--- src/rtl/spi_cmd_pkg.sv ---
package spi_cmd_pkg;

    localparam int BYTE_W      = 8;
    localparam int WIN_AW      = 3;
    localparam int RESP_SLOTS  = 3;
    localparam int FRAME_BYTES = 5;
    localparam int FRAME_W     = FRAME_BYTES * BYTE_W;
    localparam int BITCNT_W    = $clog2((FRAME_BYTES + RESP_SLOTS) * BYTE_W + 1);
    localparam int RXCNT_W     = $clog2(RESP_SLOTS * BYTE_W + 1);

    localparam logic [WIN_AW-1:0] OFS_CTRL    = 3'd0;
    localparam logic [WIN_AW-1:0] OFS_OPC     = 3'd1;
    localparam logic [WIN_AW-1:0] OFS_ADR_LO  = 3'd2;
    localparam logic [WIN_AW-1:0] OFS_ADR_MID = 3'd3;
    localparam logic [WIN_AW-1:0] OFS_ADR_HI  = 3'd4;
    localparam logic [WIN_AW-1:0] OFS_RESP0   = 3'd5;
    localparam logic [WIN_AW-1:0] OFS_RESP1   = 3'd6;
    localparam logic [WIN_AW-1:0] OFS_AUX     = 3'd7;

    localparam logic [3:0] GO_SLOW = 4'h4;
    localparam logic [3:0] GO_FAST = 4'h5;

    typedef enum logic [1:0] {
        LEN_1 = 2'd0,
        LEN_2 = 2'd1,
        LEN_4 = 2'd2,
        LEN_5 = 2'd3
    } tx_len_e;

    typedef struct packed {
        logic [1:0] rx_cnt;
        tx_len_e    tx_len;
    } len_cfg_t;

    typedef struct packed {
        logic [3:0] go;
        len_cfg_t   cfg;
    } ctrl_t;

    typedef struct packed {
        logic [BYTE_W-1:0] opc;
        logic [BYTE_W-1:0] adr_hi;
        logic [BYTE_W-1:0] adr_mid;
        logic [BYTE_W-1:0] adr_lo;
        logic [BYTE_W-1:0] aux;
    } cmd_bytes_t;

    typedef enum logic [1:0] {
        SQ_IDLE,
        SQ_LEAD,
        SQ_SHIFT,
        SQ_TRAIL
    } seq_state_e;

    function automatic logic go_valid(input logic [3:0] go);
        return (go == GO_FAST) || (go == GO_SLOW);
    endfunction

    function automatic int tx_byte_count(input tx_len_e len);
        case (len)
            LEN_1:   return 1;
            LEN_2:   return 2;
            LEN_4:   return 4;
            default: return 5;
        endcase
    endfunction

    // Left-aligned outgoing frame; wire order is opcode first.
    function automatic logic [FRAME_W-1:0] build_frame(input cmd_bytes_t b, input tx_len_e len);
        case (len)
            LEN_1:   return {b.opc, {(4*BYTE_W){1'b0}}};
            LEN_2:   return {b.opc, b.aux, {(3*BYTE_W){1'b0}}};
            LEN_4:   return {b.opc, b.adr_hi, b.adr_mid, b.adr_lo, {BYTE_W{1'b0}}};
            default: return {b.opc, b.adr_hi, b.adr_mid, b.adr_lo, b.aux};
        endcase
    endfunction

endpackage

--- src/rtl/spi_cmd_regs.sv ---
module spi_cmd_regs
    import spi_cmd_pkg::*;
(
    input  logic                 clk,
    input  logic                 rst,
    input  logic                 wr_en,
    input  logic [WIN_AW-1:0]    addr,
    input  logic [BYTE_W-1:0]    wdata,
    output logic [BYTE_W-1:0]    rdata,
    input  logic                 busy,
    input  logic                 resp_we,
    input  logic [1:0]           resp_idx,
    input  logic [BYTE_W-1:0]    resp_byte,
    output logic                 start,
    output ctrl_t                ctrl_wr,
    output cmd_bytes_t           cmd_q
);

    len_cfg_t          cfg_q;
    logic [BYTE_W-1:0] resp_q [RESP_SLOTS];

    assign ctrl_wr = ctrl_t'(wdata);
    assign start   = wr_en && (addr == OFS_CTRL) && !busy && go_valid(ctrl_wr.go);

    always_ff @(posedge clk) begin
        if (rst) begin
            cfg_q <= '0;
            cmd_q <= '0;
        end else begin
            if (start) cfg_q <= ctrl_wr.cfg;
            if (wr_en) begin
                case (addr)
                    OFS_OPC:     cmd_q.opc     <= wdata;
                    OFS_ADR_LO:  cmd_q.adr_lo  <= wdata;
                    OFS_ADR_MID: cmd_q.adr_mid <= wdata;
                    OFS_ADR_HI:  cmd_q.adr_hi  <= wdata;
                    OFS_AUX:     cmd_q.aux     <= wdata;
                    default: ;
                endcase
            end
        end
    end

    generate
        for (genvar s = 0; s < RESP_SLOTS; s++) begin : g_slot
            always_ff @(posedge clk) begin
                if (rst || start)
                    resp_q[s] <= '0;
                else if (resp_we && (resp_idx == 2'(s)))
                    resp_q[s] <= resp_byte;
            end
        end
    endgenerate

    always_comb begin
        case (addr)
            OFS_CTRL:    rdata = {busy, 3'b000, cfg_q};
            OFS_OPC:     rdata = cmd_q.opc;
            OFS_ADR_LO:  rdata = cmd_q.adr_lo;
            OFS_ADR_MID: rdata = cmd_q.adr_mid;
            OFS_ADR_HI:  rdata = cmd_q.adr_hi;
            OFS_RESP0:   rdata = resp_q[0];
            OFS_RESP1:   rdata = resp_q[1];
            default:     rdata = resp_q[2];
        endcase
    end

    // control writes during a transaction leave the stored lengths alone
    a_r6_ctrl_hold_busy: assert property (@(posedge clk) disable iff (rst)
        (wr_en && addr == OFS_CTRL && busy) |=> $stable(cfg_q));

    // an unknown start code from idle keeps the engine idle
    a_r5_bad_go_idle: assert property (@(posedge clk) disable iff (rst)
        (wr_en && addr == OFS_CTRL && !busy && !go_valid(wdata[7:4])) |=> (!busy && $stable(cfg_q)));

    // every accepted start empties the response slots
    a_r3_slots_cleared: assert property (@(posedge clk) disable iff (rst)
        start |=> (resp_q[0] == '0 && resp_q[1] == '0 && resp_q[2] == '0));

endmodule

--- src/rtl/spi_cmd_clkgen.sv ---
module spi_cmd_clkgen #(
    parameter int FAST_DIV = 2,
    parameter int SLOW_DIV = 4
) (
    input  logic clk,
    input  logic rst,
    input  logic run,
    input  logic fast,
    output logic tick
);

    localparam int FAST_HALF = FAST_DIV / 2;
    localparam int SLOW_HALF = SLOW_DIV / 2;
    localparam int MAX_HALF  = (SLOW_HALF > FAST_HALF) ? SLOW_HALF : FAST_HALF;
    localparam int CNT_W     = (MAX_HALF > 1) ? $clog2(MAX_HALF) : 1;
    localparam logic [CNT_W-1:0] FAST_LIM = CNT_W'(FAST_HALF - 1);
    localparam logic [CNT_W-1:0] SLOW_LIM = CNT_W'(SLOW_HALF - 1);

    logic [CNT_W-1:0] cnt;
    logic [CNT_W-1:0] lim;

    assign lim  = fast ? FAST_LIM : SLOW_LIM;
    assign tick = run && (cnt == lim);

    always_ff @(posedge clk) begin
        if (rst || !run || tick)
            cnt <= '0;
        else
            cnt <= cnt + 1'b1;
    end

    // in slow mode half-period ticks are never back to back
    a_r4_slow_spacing: assert property (@(posedge clk) disable iff (rst)
        (tick && !fast && SLOW_HALF > 1) |=> !tick);

endmodule

--- src/rtl/spi_cmd_seq.sv ---
module spi_cmd_seq
    import spi_cmd_pkg::*;
(
    input  logic              clk,
    input  logic              rst,
    input  logic              start,
    input  ctrl_t             ctrl_in,
    input  cmd_bytes_t        cmd,
    input  logic              tick,
    output logic              busy,
    output logic              fast_q,
    output logic              sck,
    output logic              cs_n,
    output logic              mosi,
    input  logic              miso,
    output logic              resp_we,
    output logic [1:0]        resp_idx,
    output logic [BYTE_W-1:0] resp_byte
);

    seq_state_e           state;
    logic [FRAME_W-1:0]   txsh;
    logic [BITCNT_W-1:0]  bitcnt;
    logic [BITCNT_W-1:0]  last_bit;
    logic [BITCNT_W-1:0]  tx_bits;
    logic [BYTE_W-2:0]    rxsh;
    logic [RXCNT_W-1:0]   rxcnt;
    logic                 phase;
    logic                 in_rx;
    logic                 rise_tick;

    assign busy      = (state != SQ_IDLE);
    assign mosi      = txsh[FRAME_W-1];
    assign in_rx     = (bitcnt >= tx_bits);
    assign rise_tick = (state == SQ_SHIFT) && tick && !sck;
    assign resp_we   = rise_tick && in_rx && (rxcnt[2:0] == 3'd7);
    assign resp_idx  = rxcnt[4:3];
    assign resp_byte = {rxsh, miso};

    always_ff @(posedge clk) begin
        if (rst) begin
            state    <= SQ_IDLE;
            txsh     <= '0;
            bitcnt   <= '0;
            last_bit <= '0;
            tx_bits  <= '0;
            rxsh     <= '0;
            rxcnt    <= '0;
            phase    <= 1'b0;
            sck      <= 1'b0;
            cs_n     <= 1'b1;
            fast_q   <= 1'b0;
        end else begin
            case (state)
                SQ_IDLE: begin
                    if (start) begin
                        txsh     <= build_frame(cmd, ctrl_in.cfg.tx_len);
                        tx_bits  <= BITCNT_W'(tx_byte_count(ctrl_in.cfg.tx_len) * BYTE_W);
                        last_bit <= BITCNT_W'((tx_byte_count(ctrl_in.cfg.tx_len)
                                              + int'(ctrl_in.cfg.rx_cnt)) * BYTE_W - 1);
                        bitcnt   <= '0;
                        rxcnt    <= '0;
                        phase    <= 1'b0;
                        fast_q   <= (ctrl_in.go == GO_FAST);
                        cs_n     <= 1'b0;
                        state    <= SQ_LEAD;
                    end
                end
                SQ_LEAD: begin
                    if (tick) begin
                        phase <= !phase;
                        if (phase) state <= SQ_SHIFT;
                    end
                end
                SQ_SHIFT: begin
                    if (tick) begin
                        if (!sck) begin
                            sck <= 1'b1;
                            if (in_rx) begin
                                rxsh  <= {rxsh[BYTE_W-3:0], miso};
                                rxcnt <= rxcnt + 1'b1;
                            end
                        end else begin
                            sck  <= 1'b0;
                            txsh <= txsh << 1;
                            if (bitcnt == last_bit)
                                state <= SQ_TRAIL;
                            else
                                bitcnt <= bitcnt + 1'b1;
                        end
                    end
                end
                default: begin
                    if (tick) begin
                        phase <= !phase;
                        if (phase) begin
                            state <= SQ_IDLE;
                            cs_n  <= 1'b1;
                        end
                    end
                end
            endcase
        end
    end

    // data out is never changed while the serial clock is high
    a_r7_mosi_hold: assert property (@(posedge clk) disable iff (rst)
        sck |-> $stable(mosi));

    // the serial clock stays low whenever chip select is released
    a_r7_sck_idle: assert property (@(posedge clk) disable iff (rst)
        cs_n |-> !sck);

    // the bit counter never runs past the frame end
    a_r8_bit_bound: assert property (@(posedge clk) disable iff (rst)
        (state == SQ_SHIFT) |-> (bitcnt <= last_bit));

    // chip select is released only out of the trailing phase
    a_r8_cs_release: assert property (@(posedge clk) disable iff (rst)
        $rose(cs_n) |-> ($past(state) == SQ_TRAIL));

endmodule

--- src/rtl/spi_cmd_engine.sv ---
module spi_cmd_engine
    import spi_cmd_pkg::*;
#(
    parameter int FAST_DIV = 2,
    parameter int SLOW_DIV = 4
) (
    input  logic              clk,
    input  logic              rst,
    input  logic              reg_wr,
    input  logic [WIN_AW-1:0] reg_addr,
    input  logic [BYTE_W-1:0] reg_wdata,
    output logic [BYTE_W-1:0] reg_rdata,
    output logic              spi_sck,
    output logic              spi_cs_n,
    output logic              spi_mosi,
    input  logic              spi_miso
);

    logic              start;
    ctrl_t             ctrl_wr;
    cmd_bytes_t        cmd_q;
    logic              busy;
    logic              fast_q;
    logic              tick;
    logic              resp_we;
    logic [1:0]        resp_idx;
    logic [BYTE_W-1:0] resp_byte;

    spi_cmd_regs u_regs (
        .clk       (clk),
        .rst       (rst),
        .wr_en     (reg_wr),
        .addr      (reg_addr),
        .wdata     (reg_wdata),
        .rdata     (reg_rdata),
        .busy      (busy),
        .resp_we   (resp_we),
        .resp_idx  (resp_idx),
        .resp_byte (resp_byte),
        .start     (start),
        .ctrl_wr   (ctrl_wr),
        .cmd_q     (cmd_q)
    );

    spi_cmd_clkgen #(
        .FAST_DIV (FAST_DIV),
        .SLOW_DIV (SLOW_DIV)
    ) u_clkgen (
        .clk  (clk),
        .rst  (rst),
        .run  (busy),
        .fast (fast_q),
        .tick (tick)
    );

    spi_cmd_seq u_seq (
        .clk       (clk),
        .rst       (rst),
        .start     (start),
        .ctrl_in   (ctrl_wr),
        .cmd       (cmd_q),
        .tick      (tick),
        .busy      (busy),
        .fast_q    (fast_q),
        .sck       (spi_sck),
        .cs_n      (spi_cs_n),
        .mosi      (spi_mosi),
        .miso      (spi_miso),
        .resp_we   (resp_we),
        .resp_idx  (resp_idx),
        .resp_byte (resp_byte)
    );

    // the busy bit seen through the window matches an asserted chip select
    a_r1_busy_visible: assert property (@(posedge clk) disable iff (rst)
        (!spi_cs_n && reg_addr == OFS_CTRL) |-> reg_rdata[7]);

endmodule

--- config.mk ---
export PLATFORM = sky130hd
export DESIGN_NAME = spi_cmd_engine
export DESIGN_NICKNAME = d
export VERILOG_FILES = /design/src/rtl/spi_cmd_pkg.sv /design/src/rtl/spi_cmd_regs.sv /design/src/rtl/spi_cmd_clkgen.sv /design/src/rtl/spi_cmd_seq.sv /design/src/rtl/spi_cmd_engine.sv
export SDC_FILE = /design/constraint.sdc
export NUM_CORES = 1
export LEC_CHECK = 0
export CAP_MARGIN = 20
export CORE_AREA = 2 2 135 137
export DETAILED_ROUTE_END_ITERATION = 12
export DIE_AREA = 0 0 137 139
export DONT_BUFFER_PORTS = 1
export PLACE_DENSITY = 0.62
export SYNTH_ARGS = -nofsm -noshare
export SYNTH_HDL_FRONTEND = slang
export SYNTH_SLANG_ARGS = --single-unit
--- constraint.sdc ---
create_clock -name clk -period 3.1 [get_ports clk]
set_clock_uncertainty 0.15 [all_clocks]
set_input_delay 0.155 -clock clk [delete_from_list [all_inputs] [get_ports clk]]
set_output_delay 0.155 -clock clk [all_outputs]
set_load 0.02 [all_outputs]
==> results of run 1 <==
[cell usage after synthesis, types with 10 or more instances]
cell | instances | area [um^2]
a211oi_1 | 36 | 270
a21oi_1 | 72 | 360
a31oi_1 | 11 | 68.8
and3_1 | 35 | 219
clkbuf_1 | 39 | 146
dfxtp_1 | 118 | 2360
edfxtp_1 | 24 | 721
ha_1 | 17 | 213
inv_1 | 18 | 67.6
mux2i_1 | 21 | 210
nand2_1 | 137 | 514
nand3_1 | 10 | 50.1
nor2_1 | 63 | 236
nor3_1 | 28 | 140
o211ai_1 | 10 | 75.1
o21ai_0 | 14 | 70.1
[routing by layer]
metal  global-route usage [%]  wire, um  vias to the layer above
li1                         -         -                     2801
met1                     27.7      8570                     2620
met2                     29.0      8000                      140
met3                     5.81      1100                       31
met4                     7.54       405                        0
met5                        0         0                        -
[logic make-up (layout without fill, tap and decap cells)]
logic type               count (synthesis)  after routing  share of synthesized area [%]
buffers and inverters                   77             79                           5.06
AND/OR/NAND/NOR                        321            321                           22.7
other                                    0              6                              0
XOR/XNOR                                 9              9                           1.15
adder cells (fa/ha/maj)                 18             18                           3.39
multiplexers                            31             31                           5.52
AO/OA/AOI/OAI                          182            182                           17.3
flip-flops                             142            142                           44.8
[layout make-up]
class                   instances  share of cell area, %
diodes                          6                  0.194
clock buffers                  27                   6.62
clock inverters                 1                 0.0646
inverters                      18                  0.872
multi-input cells             561                   44.6
flip-flops and latches        142                   39.8
well taps                     229                   3.70
repair buffers                 33                   4.20
[critical path: cells and delay by family]
kind / cells / cell delay (ps)
xor+xnor: 2 / 270
buf+inv: 2 / 850
fa+ha+maj: 4 / 1330
compound gates: 1 / 220
[flip-flops by register name, indices dropped and copies added (netlist names), 2 cells and up]
signal,cells
u_regs.resp_q,24
u_seq.tx_bits,3
u_seq.bitcnt,7
u_seq.rxcnt,5
u_seq.txsh,40
u_seq.last_bit,5
u_regs.cfg_q,4
u_seq.state,2
u_seq.rxsh,7
u_regs.cmd_q,40
[worst paths after layout]
check	endpoint	depth (start not counted)
hold / removal	u_seq.last_bit[2]	2
setup reg to reg	u_regs.resp_q[0][3]	7
setup / recovery	u_seq.last_bit[5]	9
hold reg to reg	u_clkgen.cnt	1
[power groups by stage]
| stage | clock [mW] | combinational (mW) | sequential [mW] |
|---|---|---|---|
| finish | 1.83 | 0.229 | 1.93 |
| detailed placement | 0 | 0.167 | 1.97 |
| global route | 1.95 | 0.248 | 1.93 |
| floorplan | 0 | 0.171 | 1.96 |
| CTS | 1.86 | 0.228 | 1.93 |
| global placement | 0 | 0.164 | 1.97 |
[timing repair]
action | CTS | global route
hold buffers | 19 | 0
endpoints found under the hold margin | 123 | 0
setup buffers | 0 | 0
==> flow_summary_export.csv, run 1 <==
group,metric,value,unit
placed_design,hpwl,11600,um
job,maxCapViolations,0,
power_and_ir_drop,peakVddDrop,392,uV
drt,via_per_inst,5.50,
floorplan,core,0.0177,mm^2
placed_design,dp.cells,964,
global_route,grt_pass1_vias,5327,
critical_path,crit_top_cell,"ha_1",
placed_design,dpl_worst_slack,504,ps
clock_tree,cts_tree,"yes",
global_route,gr-total-overflow,0,
synthesis,synthesis.nets,813,
cells_and_area,fill_cells,1771,
clock_tree,clock-sinks,142,
synthesis,synth_cell_types,66,
global_route,grt_antenna_before_repair,2,
drt,routedWlPerCell,17.8,um
floorplan,initial_utilization,38.9,%
synthesis,synth-seq-area-share,44.8,%
synthesis,syn_inst,780,
synthesis,syn_avg_cell_area,8.81,um^2
critical_path,startpoint,"reg_wdata[1]",
critical_path,critPathRequiredTime,3290,ps
placed_design,port_buffers,0,
cells_and_area,syn_to_final_growth,12.7,%
critical_path,worstPathArrival,2830,ps
clock_tree,clockRootBuffer,"clkbuf_16",
hold_path,hp-start,"rst",
global_route,grt_pass1_wl,29400,um
floorplan,die_x,137,um
drt,postRouteAntennaNets,0,
critical_path,max_stage_delay,800,ps
cells_and_area,fin_cells,1017,
synthesis,yosys_most_used_dff,"dfxtp_1",
power_and_ir_drop,p_sw,0.886,mW
critical_path,r2r_setup_slack,470,ps
critical_path,end_kind,"register",
cells_and_area,multi_input_area,0.00345,mm^2
synthesis,synth_edf_count,24,
critical_path,r2r_start,"u_seq.state[0]",
clock_tree,clk_transition_reported_paths,60,ps
cells_and_area,seqCellArea,0.00308,mm^2
sta,setup_viol,0,
power_and_ir_drop,p_seq_share,48.3,%
synthesis,synth_area,0.00687,mm^2
drt,via_count,5592,
placed_design,gp_congestion,0.838,
global_route,grt_max_degree,117,
sta,finalWorstSetupSlack,454,ps
critical_path,cp_max_fo,7,
floorplan,ioPinCount,26,
floorplan,die_h,139,um
drt,wl,18100,um
drt,drt_iter0_markers,562,
floorplan,die_area,0.0190,mm^2
floorplan,rows,49,
sta,finalCritPeriodShare,85.4,%
cells_and_area,most-common-layout-cells,"nand2_1, dfxtp_1, a21oi_1, nor2_1, a211oi_1",
synthesis,async_reset_ff_share,0,%
sta,slew_viol_final,0,
cells_and_area,drive_gt1_share,8.31,%
outcome,outcome,"finished, final reports clean",
critical_path,cp_slowest_cell,"dlygate4sd3_1",
sta,period_needed,2650,ps
power_and_ir_drop,power_density,515,mW/mm^2
placed_design,place_area,0.00701,mm^2
sta,slew-limit-headroom,44.4,%
power_and_ir_drop,p_leak,2.69,nW
global_route,grt_usage,19.9,%
clock_tree,ctsLongestPathBuffers,2,
clock_tree,ctsResizeCount,0,
cells_and_area,finalInstanceArea,0.00775,mm^2
power_and_ir_drop,clkPwrFrac,45.9,%
drt,first_pass_iters,5,
power_and_ir_drop,totalPowerFinal,3.99,mW
sta,rsz0062_at_grt,"no",
drt,post-route-drc-count,0,
sta,hold_viol,0,
power_and_ir_drop,intPower,3.10,mW
critical_path,path_cells,"dlygate4sd3_1 > ha_1 > ha_1 > fa_1 > inv_1 > ha_1 > xor2_1 > xnor2_1 > a211oi_1",
sta,fmax,378,MHz
sta,whs,0.849,ps
clock_tree,cts_max_level,4,
cells_and_area,fin_nets,806,
clock_tree,cts-buffers-inserted,17,
cells_and_area,mostFrequentLayoutCell,"nand2_1",
power_and_ir_drop,switching_share,22.2,%
sta,tightestPinTransition,828,ps
synthesis,ys_ff_latch,142,
clock_tree,clk_latency,420,ps
critical_path,worstSetupStartpointType,"primary input",
cells_and_area,final_util,43.9,%
critical_path,critPathKind,"primary input to register",
sta,fin_tns_setup,0,ps
synthesis,ys_warn_count,0,
power_and_ir_drop,combPwrFrac,5.7,%
hold_path,holdCritPathClass,"primary input to register",
(Power assumes the default switching activity.)
==> run 2, diff against run 1 <==
--- a/config.mk
+++ b/config.mk
@@ -10,7 +10,6 @@
 export DETAILED_ROUTE_END_ITERATION = 12
 export DIE_AREA = 0 0 137 139
 export DONT_BUFFER_PORTS = 1
-export PLACE_DENSITY = 0.62
 export SYNTH_ARGS = -nofsm -noshare
 export SYNTH_HDL_FRONTEND = slang
 export SYNTH_SLANG_ARGS = --single-unit
==> run 2 against run 1 <==
  * The flow now finishes with violations (hold timing)
  * Sequential cell count is the same
  * Utilization grew 0.68 points
  * Combinational power is essentially flat
  * Design area grew 1.6%
  * Via count grew 0.91%
  * Wire length grew 1.2%
  * Sequential power is essentially flat
  * Global-route usage is essentially flat
  * Clock-buffer cell count shrank 3
  * Total power grew 12%
  * Sequential share of layout area shrank 0.61 points
  * Maximum frequency shrank 4.3%
  * Critical endpoint is now u_regs.resp_q[0][3]
  * Largest power group is now the clock network
  * Highest routed layer unchanged
==> flow_summary_export.csv, run 2 (synthesized netlist as in run 1, its figures left out) <==
group,metric,value,unit
cells_and_area,reg.largest.list,"u_regs.cmd_q: 40 flops, u_seq.txsh: 40 flops, u_regs.resp_q: 24 flops",
floorplan,ioPinCount,26,
critical_path,reg2reg_to,"u_regs.resp_q[0][3]",
cells_and_area,syn_to_final_growth,14.5,%
global_route,gr-total-overflow,0,
sta,finalCritPeriodShare,89.2,%
critical_path,worstSetupStartpointType,"register",
placed_design,gp_congestion,0.830,
placed_design,hpwl,11400,um
floorplan,die_x,137,um
critical_path,r2r_setup_slack,340,ps
clock_tree,cts-buffers-inserted,17,
sta,period_needed,2760,ps
hold_path,holdPathStages,2,
clock_tree,cts_tree,"yes",
sta,fin_tns_setup,0,ps
outcome,failed_checks,"hold timing",
sta,slew-limit-headroom,44.2,%
global_route,grt_max_degree,116,
cells_and_area,drive_gt1_share,8.68,%
sta,slew_viol_final,0,
clock_tree,clock-sinks,142,
cells_and_area,mostFrequentLayoutCell,"nand2_1",
sta,rsz0062_at_grt,"no",
clock_tree,ctsResizeCount,0,
floorplan,rows,49,
placed_design,port_buffers,0,
hold_path,holdCritPathClass,"primary input to register",
global_route,grt_antenna_before_repair,3,
critical_path,critPathKind,"register to register",
floorplan,die_h,139,um
floorplan,initial_utilization,38.9,%
global_route,grt_usage,19.9,%
sta,whs,-17.1,ps
job,maxCapViolations,0,
clock_tree,post_cts_buffers,0,
sta,hold_viol,1,
drt,wl,18300,um
clock_tree,clk_latency,430,ps
global_route,grt_pass1_wl,29300,um
floorplan,die_area,0.0190,mm^2
clock_tree,clockRootBuffer,"clkbuf_16",
cells_and_area,most-common-layout-cells,"nand2_1, dfxtp_1, a21oi_1, nor2_1, a211oi_1",
sta,setup_viol,0,
global_route,grt_pass1_vias,5163,
sta,fmax,362,MHz
hold_path,whs_endpoint,"u_seq.last_bit[2]",
power_and_ir_drop,power_density,570,mW/mm^2
clock_tree,clk_transition_reported_paths,60,ps
drt,routedWlPerCell,18.0,um
critical_path,r2r_cells,6,
outcome,outcome,"finished with violations",
power_and_ir_drop,peakVddDrop,411,uV
clock_tree,hold_buffers,20,
drt,drt_iter0_markers,496,
clock_tree,cts_max_level,4,
hold_path,hp-start,"rst",
drt,first_pass_iters,6,
critical_path,worstPathArrival,2870,ps
floorplan,core,0.0177,mm^2
drt,via_per_inst,5.55,
critical_path,cp_max_fo,24,
power_and_ir_drop,totalPowerFinal,4.49,mW
critical_path,end_kind,"register",
drt,post-route-drc-count,0,
critical_path,r2r_start,"u_seq.state[0]",
clock_tree,ctsLongestPathBuffers,2,
critical_path,critPathRequiredTime,3210,ps
cells_and_area,fin_nets,803,
power_and_ir_drop,p_leak,2.73,nW
sta,tightestPinTransition,831,ps
drt,postRouteAntennaNets,0,
drt,via_count,5643,
## run 2: report_power, final
| part | switching, mW | total (mW) | internal (mW) |
|---|---|---|---|
| registers | 0.0221 | 1.93 | 1.91 |
| logic | 0.143 | 0.231 | 0.0882 |
| clock network | 0.795 | 2.33 | 1.53 |
## run 2: layer usage
| layer | part of all wire [%] | global-route usage [%] | wire length [um] | up-vias |
|---|---|---|---|---|
| li1 | - | - | - | 2795 |
| met1 | 47 | 28.8 | 8550 | 2644 |
| met2 | 44 | 28.9 | 8070 | 179 |
| met3 | 7.0 | 5.01 | 1280 | 25 |
| met4 | 2.1 | 6.51 | 389 | 0 |
| met5 | 0 | 0 | 0 | - |
## run 2: worst max-delay path, cell delays in order, from the launching register on
cell and delay, ps:
dfxtp_1 390, inv_1 80, ha_1 340, nor4_2 330, o31a_2 360, and3_1 600
nor4bb_1 330
## run 2: worst max-delay path by stage
| stage | cells after the start | start | endpoint | slack (ps) |
|---|---|---|---|---|
| after floorplan | 7 | u_seq.state[0] | u_regs.resp_q[0][0] | 540 |
| after global placement | 6 | u_seq.state[0] | u_regs.resp_q[0][3] | 400 |
| after detailed placement | 6 | u_seq.state[0] | u_regs.resp_q[0][3] | 340 |
| after CTS | 6 | u_seq.state[0] | u_regs.resp_q[0][3] | 330 |
| after global routing | 6 | u_seq.state[0] | u_regs.resp_q[0][3] | 100 |
| final | 6 | u_seq.state[0] | u_regs.resp_q[0][3] | 340 |
## run 2: metrics by stage
| stage | setup WS, ps | instances | area, um^2 | util (%) |
|---|---|---|---|---|
| 2_1_floorplan | 539 | 780 | 6870 | - |
| 3_3_place_gp | 397 | 960 | 6960 | 39.4 |
| 3_5_place_dp | 341 | 960 | 6960 | 39.4 |
| 4_1_cts | 327 | 1012 | 7860 | 44.5 |
| 5_1_grt | 97.8 | 1013 | 7860 | 44.5 |
| 6_report | 336 | 1017 | 7870 | 44.6 |
## run 2: cell type report
cell class	instances	area, um^2
diodes	5	12.5
inverters	18	67.6
repair buffers	30	293
flip-flops and latches	142	3080
clock buffers	24	536
clock inverters	8	145
fillers	1727	9790
multi-input cells	561	3450
well taps	229	287
